===== config.mk =====
export PLATFORM = sky130hd
export DESIGN_NAME = wom2_codec
export DESIGN_NICKNAME = d
export VERILOG_FILES = /design/src/rtl/wom2_pkg.sv /design/src/rtl/wom2_sym_enc.sv /design/src/rtl/wom2_sym_dec.sv /design/src/rtl/wom2_pipe_reg.sv /design/src/rtl/wom2_codec.sv
export SDC_FILE = /design/constraint.sdc
export NUM_CORES = 1
export LEC_CHECK = 0
export BUFFER_PORTS_ARGS = -buffer_cell sky130_fd_sc_hd__buf_2
export CORE_UTILIZATION = 45
export DETAILED_ROUTE_END_ITERATION = 12
export PLACE_DENSITY_LB_ADDON = 0.12
export SLEW_MARGIN = 20
export SYNTH_ARGS = -nofsm -noshare
export SYNTH_HDL_FRONTEND = slang
export SYNTH_HIERARCHICAL = 1
export SYNTH_SLANG_ARGS = --single-unit

===== constraint.sdc =====
create_clock -name clk -period 2.7 [get_ports clk]
set_clock_uncertainty 0.2 [all_clocks]
set_input_delay 0.54 -clock clk [delete_from_list [all_inputs] [get_ports clk]]
set_output_delay 0.54 -clock clk [all_outputs]
set_load 0.01 [all_outputs]

===== src/rtl/wom2_pkg.sv =====
package wom2_pkg;
  localparam int DBITS = 2;
  localparam int CBITS = 3;

  function automatic logic [CBITS-1:0] first_code(input logic [DBITS-1:0] d);
    logic [CBITS-1:0] c;
    case (d)
      2'b00:   c = 3'b000;
      2'b01:   c = 3'b100;
      2'b10:   c = 3'b010;
      default: c = 3'b001;
    endcase
    return c;
  endfunction

  function automatic logic [CBITS-1:0] second_code(input logic [DBITS-1:0] d);
    return ~first_code(d);
  endfunction

  function automatic logic [DBITS-1:0] undo_first(input logic [CBITS-1:0] c);
    logic [DBITS-1:0] d;
    case (c)
      3'b100:  d = 2'b01;
      3'b010:  d = 2'b10;
      3'b001:  d = 2'b11;
      default: d = 2'b00;
    endcase
    return d;
  endfunction

  function automatic logic is_heavy(input logic [CBITS-1:0] c);
    return (c[0] & c[1]) | (c[0] & c[2]) | (c[1] & c[2]);
  endfunction
endpackage


===== src/rtl/wom2_sym_enc.sv =====
module wom2_sym_enc
  import wom2_pkg::*;
(
  input  logic [DBITS-1:0] data,
  input  logic [CBITS-1:0] old_cells,
  input  logic             second,
  output logic [CBITS-1:0] new_cells,
  output logic             err
);
  logic [CBITS-1:0] cand;
  logic             bad;
  logic             heavy;
  logic [DBITS-1:0] stored;

  always_comb begin
    heavy  = is_heavy(old_cells);
    stored = undo_first(old_cells);
    bad    = 1'b0;
    cand   = first_code(data);
    if (second) begin
      if (heavy)                bad  = 1'b1;
      else if (stored == data)  cand = old_cells;
      else                      cand = second_code(data);
    end
    if ((old_cells & ~cand) != '0) bad = 1'b1;
    new_cells = bad ? old_cells : cand;
    err       = bad;
  end
endmodule


===== src/rtl/wom2_sym_dec.sv =====
module wom2_sym_dec
  import wom2_pkg::*;
(
  input  logic [CBITS-1:0] cells,
  output logic [DBITS-1:0] data
);
  always_comb begin
    if (is_heavy(cells)) data = undo_first(~cells);
    else                 data = undo_first(cells);
  end
endmodule


===== src/rtl/wom2_pipe_reg.sv =====
module wom2_pipe_reg #(
  parameter int W = 8
) (
  input  logic         clk,
  input  logic         rst,
  input  logic         in_valid,
  output logic         in_ready,
  input  logic [W-1:0] in_data,
  output logic         out_valid,
  input  logic         out_ready,
  output logic [W-1:0] out_data
);
  assign in_ready = !out_valid || out_ready;

  always_ff @(posedge clk) begin
    if (rst) begin
      out_valid <= 1'b0;
      out_data  <= '0;
    end else if (in_ready) begin
      out_valid <= in_valid;
      if (in_valid) out_data <= in_data;
    end
  end
endmodule


===== src/rtl/wom2_codec.sv =====
module wom2_codec
  import wom2_pkg::*;
#(
  parameter int GROUPS = 8,
  localparam int DW = GROUPS * DBITS,
  localparam int CW = GROUPS * CBITS
) (
  input  logic          clk,
  input  logic          rst,
  input  logic          wr_valid,
  output logic          wr_ready,
  input  logic          wr_second,
  input  logic [DW-1:0] wr_data,
  input  logic [CW-1:0] wr_cells_old,
  output logic          res_valid,
  input  logic          res_ready,
  output logic [CW-1:0] res_cells,
  output logic [GROUPS-1:0] res_err,
  input  logic          rd_valid,
  output logic          rd_ready,
  input  logic [CW-1:0] rd_cells,
  output logic          dout_valid,
  input  logic          dout_ready,
  output logic [DW-1:0] dout_data
);
  localparam int WRW = CW + GROUPS;

  logic [CW-1:0]     enc_cells;
  logic [GROUPS-1:0] enc_err;
  logic [DW-1:0]     dec_data;
  logic [WRW-1:0]    wr_pay;

  for (genvar g = 0; g < GROUPS; g++) begin : g_sym
    wom2_sym_enc u_enc (
      .data      (wr_data[g*DBITS +: DBITS]),
      .old_cells (wr_cells_old[g*CBITS +: CBITS]),
      .second    (wr_second),
      .new_cells (enc_cells[g*CBITS +: CBITS]),
      .err       (enc_err[g])
    );
    wom2_sym_dec u_dec (
      .cells (rd_cells[g*CBITS +: CBITS]),
      .data  (dec_data[g*DBITS +: DBITS])
    );
  end

  wom2_pipe_reg #(.W(WRW)) u_wr_stage (
    .clk       (clk),
    .rst       (rst),
    .in_valid  (wr_valid),
    .in_ready  (wr_ready),
    .in_data   ({enc_err, enc_cells}),
    .out_valid (res_valid),
    .out_ready (res_ready),
    .out_data  (wr_pay)
  );
  assign res_cells = wr_pay[CW-1:0];
  assign res_err   = wr_pay[WRW-1:CW];

  wom2_pipe_reg #(.W(DW)) u_rd_stage (
    .clk       (clk),
    .rst       (rst),
    .in_valid  (rd_valid),
    .in_ready  (rd_ready),
    .in_data   (dec_data),
    .out_valid (dout_valid),
    .out_ready (dout_ready),
    .out_data  (dout_data)
  );
endmodule


==> impl_summary.log <==
[metrics] run status: finished, final reports clean
[metrics] average cell area after synthesis: 8.23 um^2
[metrics] number of distinct library cells after synthesis: 41
[metrics] met2 track utilization from global routing: 32.9%
[metrics] fillcell total: 947
[metrics] Remaining Overflow, GRT: 0
[metrics] starting density of the core: 46.5%
[metrics] launch point of the worst reg-to-reg path: u_wr_stage/out_valid$_SDFFE_PP0P_
[metrics] area of the mapped netlist: 4310 um^2
[metrics] antenna violations before repair: 0
[metrics] worst hold-check path type: input pin to flip-flop
[metrics] commonest register cell after synthesis: sky130_fd_sc_hd__dfxtp_1
[metrics] peak ir drop on the vdd network: 0.186 mV
[metrics] post-placement worst setup slack: 0.677 ns
[metrics] CTS H-tree depth: 2
[metrics] wire length per cell: 13.9 um
[metrics] met3 demand-to-capacity share in global routing: 3.20%
[metrics] total setup buffers inserted after CTS: 0
[metrics] fraction of layout cells with a size suffix above 1: 33.8%
[metrics] global-route wire length before repair: 16,200 um
[metrics] row count: 35
[metrics] Setup crit start: res_ready
[metrics] async set-or-reset flop fraction in the synthesized netlist: 0%
[metrics] worst slew margin relative to its limit: 63.0%
[metrics] total negative slack for setup checks: 0 ns
[metrics] fin nets: 665
[metrics] max-slew violations: 0
[metrics] RSZ-0062 raised after global routing: false
[metrics] time the worst path needs with I/O delays and setup: 1.90 ns
[metrics] maximum number of pins on one net before global-route repair: 113
[metrics] part of the Yosys area used for sequential elements: 23.2%
[metrics] clock edge transition at the registers on the reported setup and hold paths: 0.11 ns
[metrics] startpoint type of the worst setup path: input pin
[metrics] Most Used Layer, Global Route: met2
[metrics] number of vias after detailed routing: 4,057
[metrics] Die Y: 99.9 um
[metrics] clock tree from TritonCTS: built
[metrics] timing endpoint of the critical path: wr_ready
[metrics] Multi-input gate area: 2870 um^2
[metrics] critical-path maximum fanout: 31
[metrics] met1 demand-to-capacity share in global routing: 26.3%
[metrics] Worst R2R Setup Slack: 1.18 ns
[metrics] capture point of the worst reg-to-reg path: u_wr_stage/out_data[10]$_SDFFE_PP0P_
[metrics] TritonRoute pass-1 iters: 7
[metrics] number of global-route vias before repair: 3,382
[metrics] count of endpoints failing hold in the final timing report: 0
[metrics] clock sink count: 50
[metrics] DP Wirelength: 6810 um
[metrics] clock latency on the worst-skew pair: 0.29 ns
[metrics] total routing usage reported by global routing: 19.4%
[metrics] number of standard cells after synthesis: 524
[metrics] Max clock buf depth: 2
[metrics] root cell of the clock tree: sky130_fd_sc_hd__clkbuf_8
[metrics] post-synthesis sequential element count: 50
[metrics] global placement routability congestion: 0.768
[metrics] Post-Syn Nets: 595
[metrics] Layout area overhead: 13.1%
[metrics] worst path required time: 1.96 ns
[metrics] type of element capturing the critical path: output pin
[metrics] Least-Margin Pin Slew: 0.556 ns
[metrics] number of design-rule violations left by the first detailed-router iteration: 126
[metrics] maximum operating frequency: 525 MHz
[metrics] overall die area: 9980 um^2
[metrics] DRC errors left: 0
[metrics] mean number of vias per cell: 5.60
[metrics] leakage power: 0.00207 uW
[metrics] total area of sequential cells: 1000 um^2
[metrics] Core Area: 9280 um^2
[metrics] max-cap check violation count: 0
[metrics] count of nets left with antenna violations after detail routing: 0
[metrics] quantity of gates resized following cts: 0
[metrics] worst setup path category: input pin to output pin
[metrics] total length of routed wires: 10,000 um
[metrics] I/O pin cnt: 123
[metrics] CTS Buf Count: 5
[metrics] number of antenna cells inserted: 0
[metrics] power density over the cells: 400 nW/um^2
[metrics] number of buffers added on ports: 122
[metrics] EDFF count, synth: 0
[metrics] x dimension of the die: 99.9 um
[metrics] hold buffer count at cts: 0
[metrics] post-layout worst setup margin: 0.797 ns
[metrics] Reg2Reg Depth: 4
[metrics] worst path arrival time: 1.16 ns
[metrics] fraction of the cycle the final worst path needs: 70.5%
[metrics] final setup vio count: 0
[metrics] Yosys Warn Count: 6
-- registers in the layout (all words and copies together), names as in the netlist --
register              count
u_rd_stage/out_data      16
u_rd_stage/out_valid      1
u_wr_stage/out_data      32
u_wr_stage/out_valid      1
-- synthesized netlist by cell type, types with 5 or more instances --
master	n	area, um^2
sky130_fd_sc_hd__nor3b_1	8	60.1
sky130_fd_sc_hd__nand3b_1	16	120
sky130_fd_sc_hd__clkbuf_1	5	18.8
sky130_fd_sc_hd__inv_1	10	37.5
sky130_fd_sc_hd__xor2_1	16	140
sky130_fd_sc_hd__clkbuf_2	10	50.1
sky130_fd_sc_hd__a21oi_1	52	260
sky130_fd_sc_hd__a21bo_2	30	300
sky130_fd_sc_hd__nand2b_4	8	110
sky130_fd_sc_hd__nor2_1	28	105
sky130_fd_sc_hd__a21o_1	6	45.0
sky130_fd_sc_hd__a31oi_1	8	50.1
sky130_fd_sc_hd__buf_2	32	160
sky130_fd_sc_hd__nand2b_1	8	50.1
sky130_fd_sc_hd__nand2_1	12	45.0
sky130_fd_sc_hd__a211oi_1	10	75.1
sky130_fd_sc_hd__a21bo_1	18	180
sky130_fd_sc_hd__and4b_1	8	80.1
sky130_fd_sc_hd__o21ai_1	6	30.0
sky130_fd_sc_hd__nor4b_1	8	70.1
sky130_fd_sc_hd__dfxtp_1	50	1000
sky130_fd_sc_hd__mux2i_1	6	60.1
sky130_fd_sc_hd__o32a_1	6	60.1
sky130_fd_sc_hd__nor4bb_1	24	240
sky130_fd_sc_hd__nand3_1	62	310
sky130_fd_sc_hd__or4_1	6	45.0
sky130_fd_sc_hd__nor4_1	6	37.5
sky130_fd_sc_hd__buf_6	11	124
sky130_fd_sc_hd__buf_4	6	45.0
sky130_fd_sc_hd__or2_2	6	37.5
sky130_fd_sc_hd__a32oi_1	6	52.6
sky130_fd_sc_hd__a21oi_2	18	158
-- area by class of cell --
class / count / area share, %
multi-input combinational: 398 / 58.9
inverter: 12 / 0.924
clock buffer: 5 / 1.41
sequential: 50 / 20.5
timing repair buffer: 127 / 14.1
clock inverter: 3 / 0.924
tap: 129 / 3.31
-- cell families after synthesis --
family                    Yosys count  share of synthesized area, %
AOI/OAI and AO/OA                 172                          30.5
xor gates and xnor gates           16                          3.25
buffers and inverters              76                          10.3
DFF                                50                          23.2
muxes                               6                          1.39
and+or+nand+nor                   204                          31.4
-- worst max-delay path, stage by stage --
cell and delay [ns]:
sky130_fd_sc_hd__buf_2 0.10, sky130_fd_sc_hd__nand2b_4 0.29, sky130_fd_sc_hd__buf_2 0.22
-- through the flow --
stage	instances	util [%]	hold slack (ns)	total power (uW)	instance area, um^2
6_report	724	52.5	0.339	1950	4880
3_3_place_gp	716	51.3	0.357	1410	4760
2_1_floorplan	524	-	0.399	1260	4310
4_1_cts	724	52.5	0.322	1980	4880
3_5_place_dp	716	51.3	0.361	1420	4760
5_1_grt	724	52.5	0.335	2080	4880
-- worst min-delay path by stage --
stage | start | endpoint | slack (ns) | depth (start not counted)
6_report | rd_cells[10] | u_rd_stage/out_data[7]$_SDFFE_PP0P_ | 0.34 | 4
5_1_grt | rd_cells[1] | u_rd_stage/out_data[1]$_SDFFE_PP0P_ | 0.33 | 4
4_1_cts | rd_cells[4] | u_rd_stage/out_data[3]$_SDFFE_PP0P_ | 0.32 | 4
3_5_place_dp | u_wr_stage/out_data[19]$_SDFFE_PP0P_ | u_wr_stage/out_data[19]$_SDFFE_PP0P_ | 0.36 | 2
3_3_place_gp | u_wr_stage/out_data[6]$_SDFFE_PP0P_ | u_wr_stage/out_data[6]$_SDFFE_PP0P_ | 0.36 | 2
2_1_floorplan | u_wr_stage/out_data[28]$_SDFFE_PP0P_ | u_wr_stage/out_data[28]$_SDFFE_PP0P_ | 0.40 | 2
-- cells in the final DEF (no fill, tap or decap), types with 3 or more instances in the layout --
cell type                  Yosys  layout
sky130_fd_sc_hd__buf_2        32     122
sky130_fd_sc_hd__nand3_1      62      62
sky130_fd_sc_hd__a21oi_1      52      52
sky130_fd_sc_hd__dfxtp_1      50      50
sky130_fd_sc_hd__a21bo_2      30      30
sky130_fd_sc_hd__nor2_1       28      28
sky130_fd_sc_hd__nor4bb_1     24      24
sky130_fd_sc_hd__a21bo_1      18      18
sky130_fd_sc_hd__a21oi_2      18      18
sky130_fd_sc_hd__xor2_1       16      16
sky130_fd_sc_hd__nand3b_1     16      16
sky130_fd_sc_hd__nand2_1      12      12
sky130_fd_sc_hd__inv_1        10      10
sky130_fd_sc_hd__a211oi_1     10      10
sky130_fd_sc_hd__nand2b_4      8       8
sky130_fd_sc_hd__nor3b_1       8       8
sky130_fd_sc_hd__nor4b_1       8       8
sky130_fd_sc_hd__and4b_1       8       8
sky130_fd_sc_hd__nand2b_1      8       8
sky130_fd_sc_hd__a31oi_1       8       8
sky130_fd_sc_hd__a21o_1        6       6
sky130_fd_sc_hd__a32oi_1       6       6
sky130_fd_sc_hd__or4_1         6       6
sky130_fd_sc_hd__o32a_1        6       6
sky130_fd_sc_hd__or2_2         6       6
sky130_fd_sc_hd__o21ai_1       6       6
sky130_fd_sc_hd__nor4_1        6       6
sky130_fd_sc_hd__mux2i_1       6       6
sky130_fd_sc_hd__clkbuf_8      0       5
sky130_fd_sc_hd__buf_12        0       3
-- power by group --
part	internal (uW)	total, uW	switching [uW]
Clock	276	549	273
Sequential	792	816	23.7
Combinational	265	587	322
Total	1330	1950	618
-- routing by layer --
metal,share of wire [%],wire length [um]
met5,0,0
met4,0.46,46
met1,48,4800
met3,3.6,365
met2,48,4830
No activity file was read; power rests on OpenSTA's default activity.
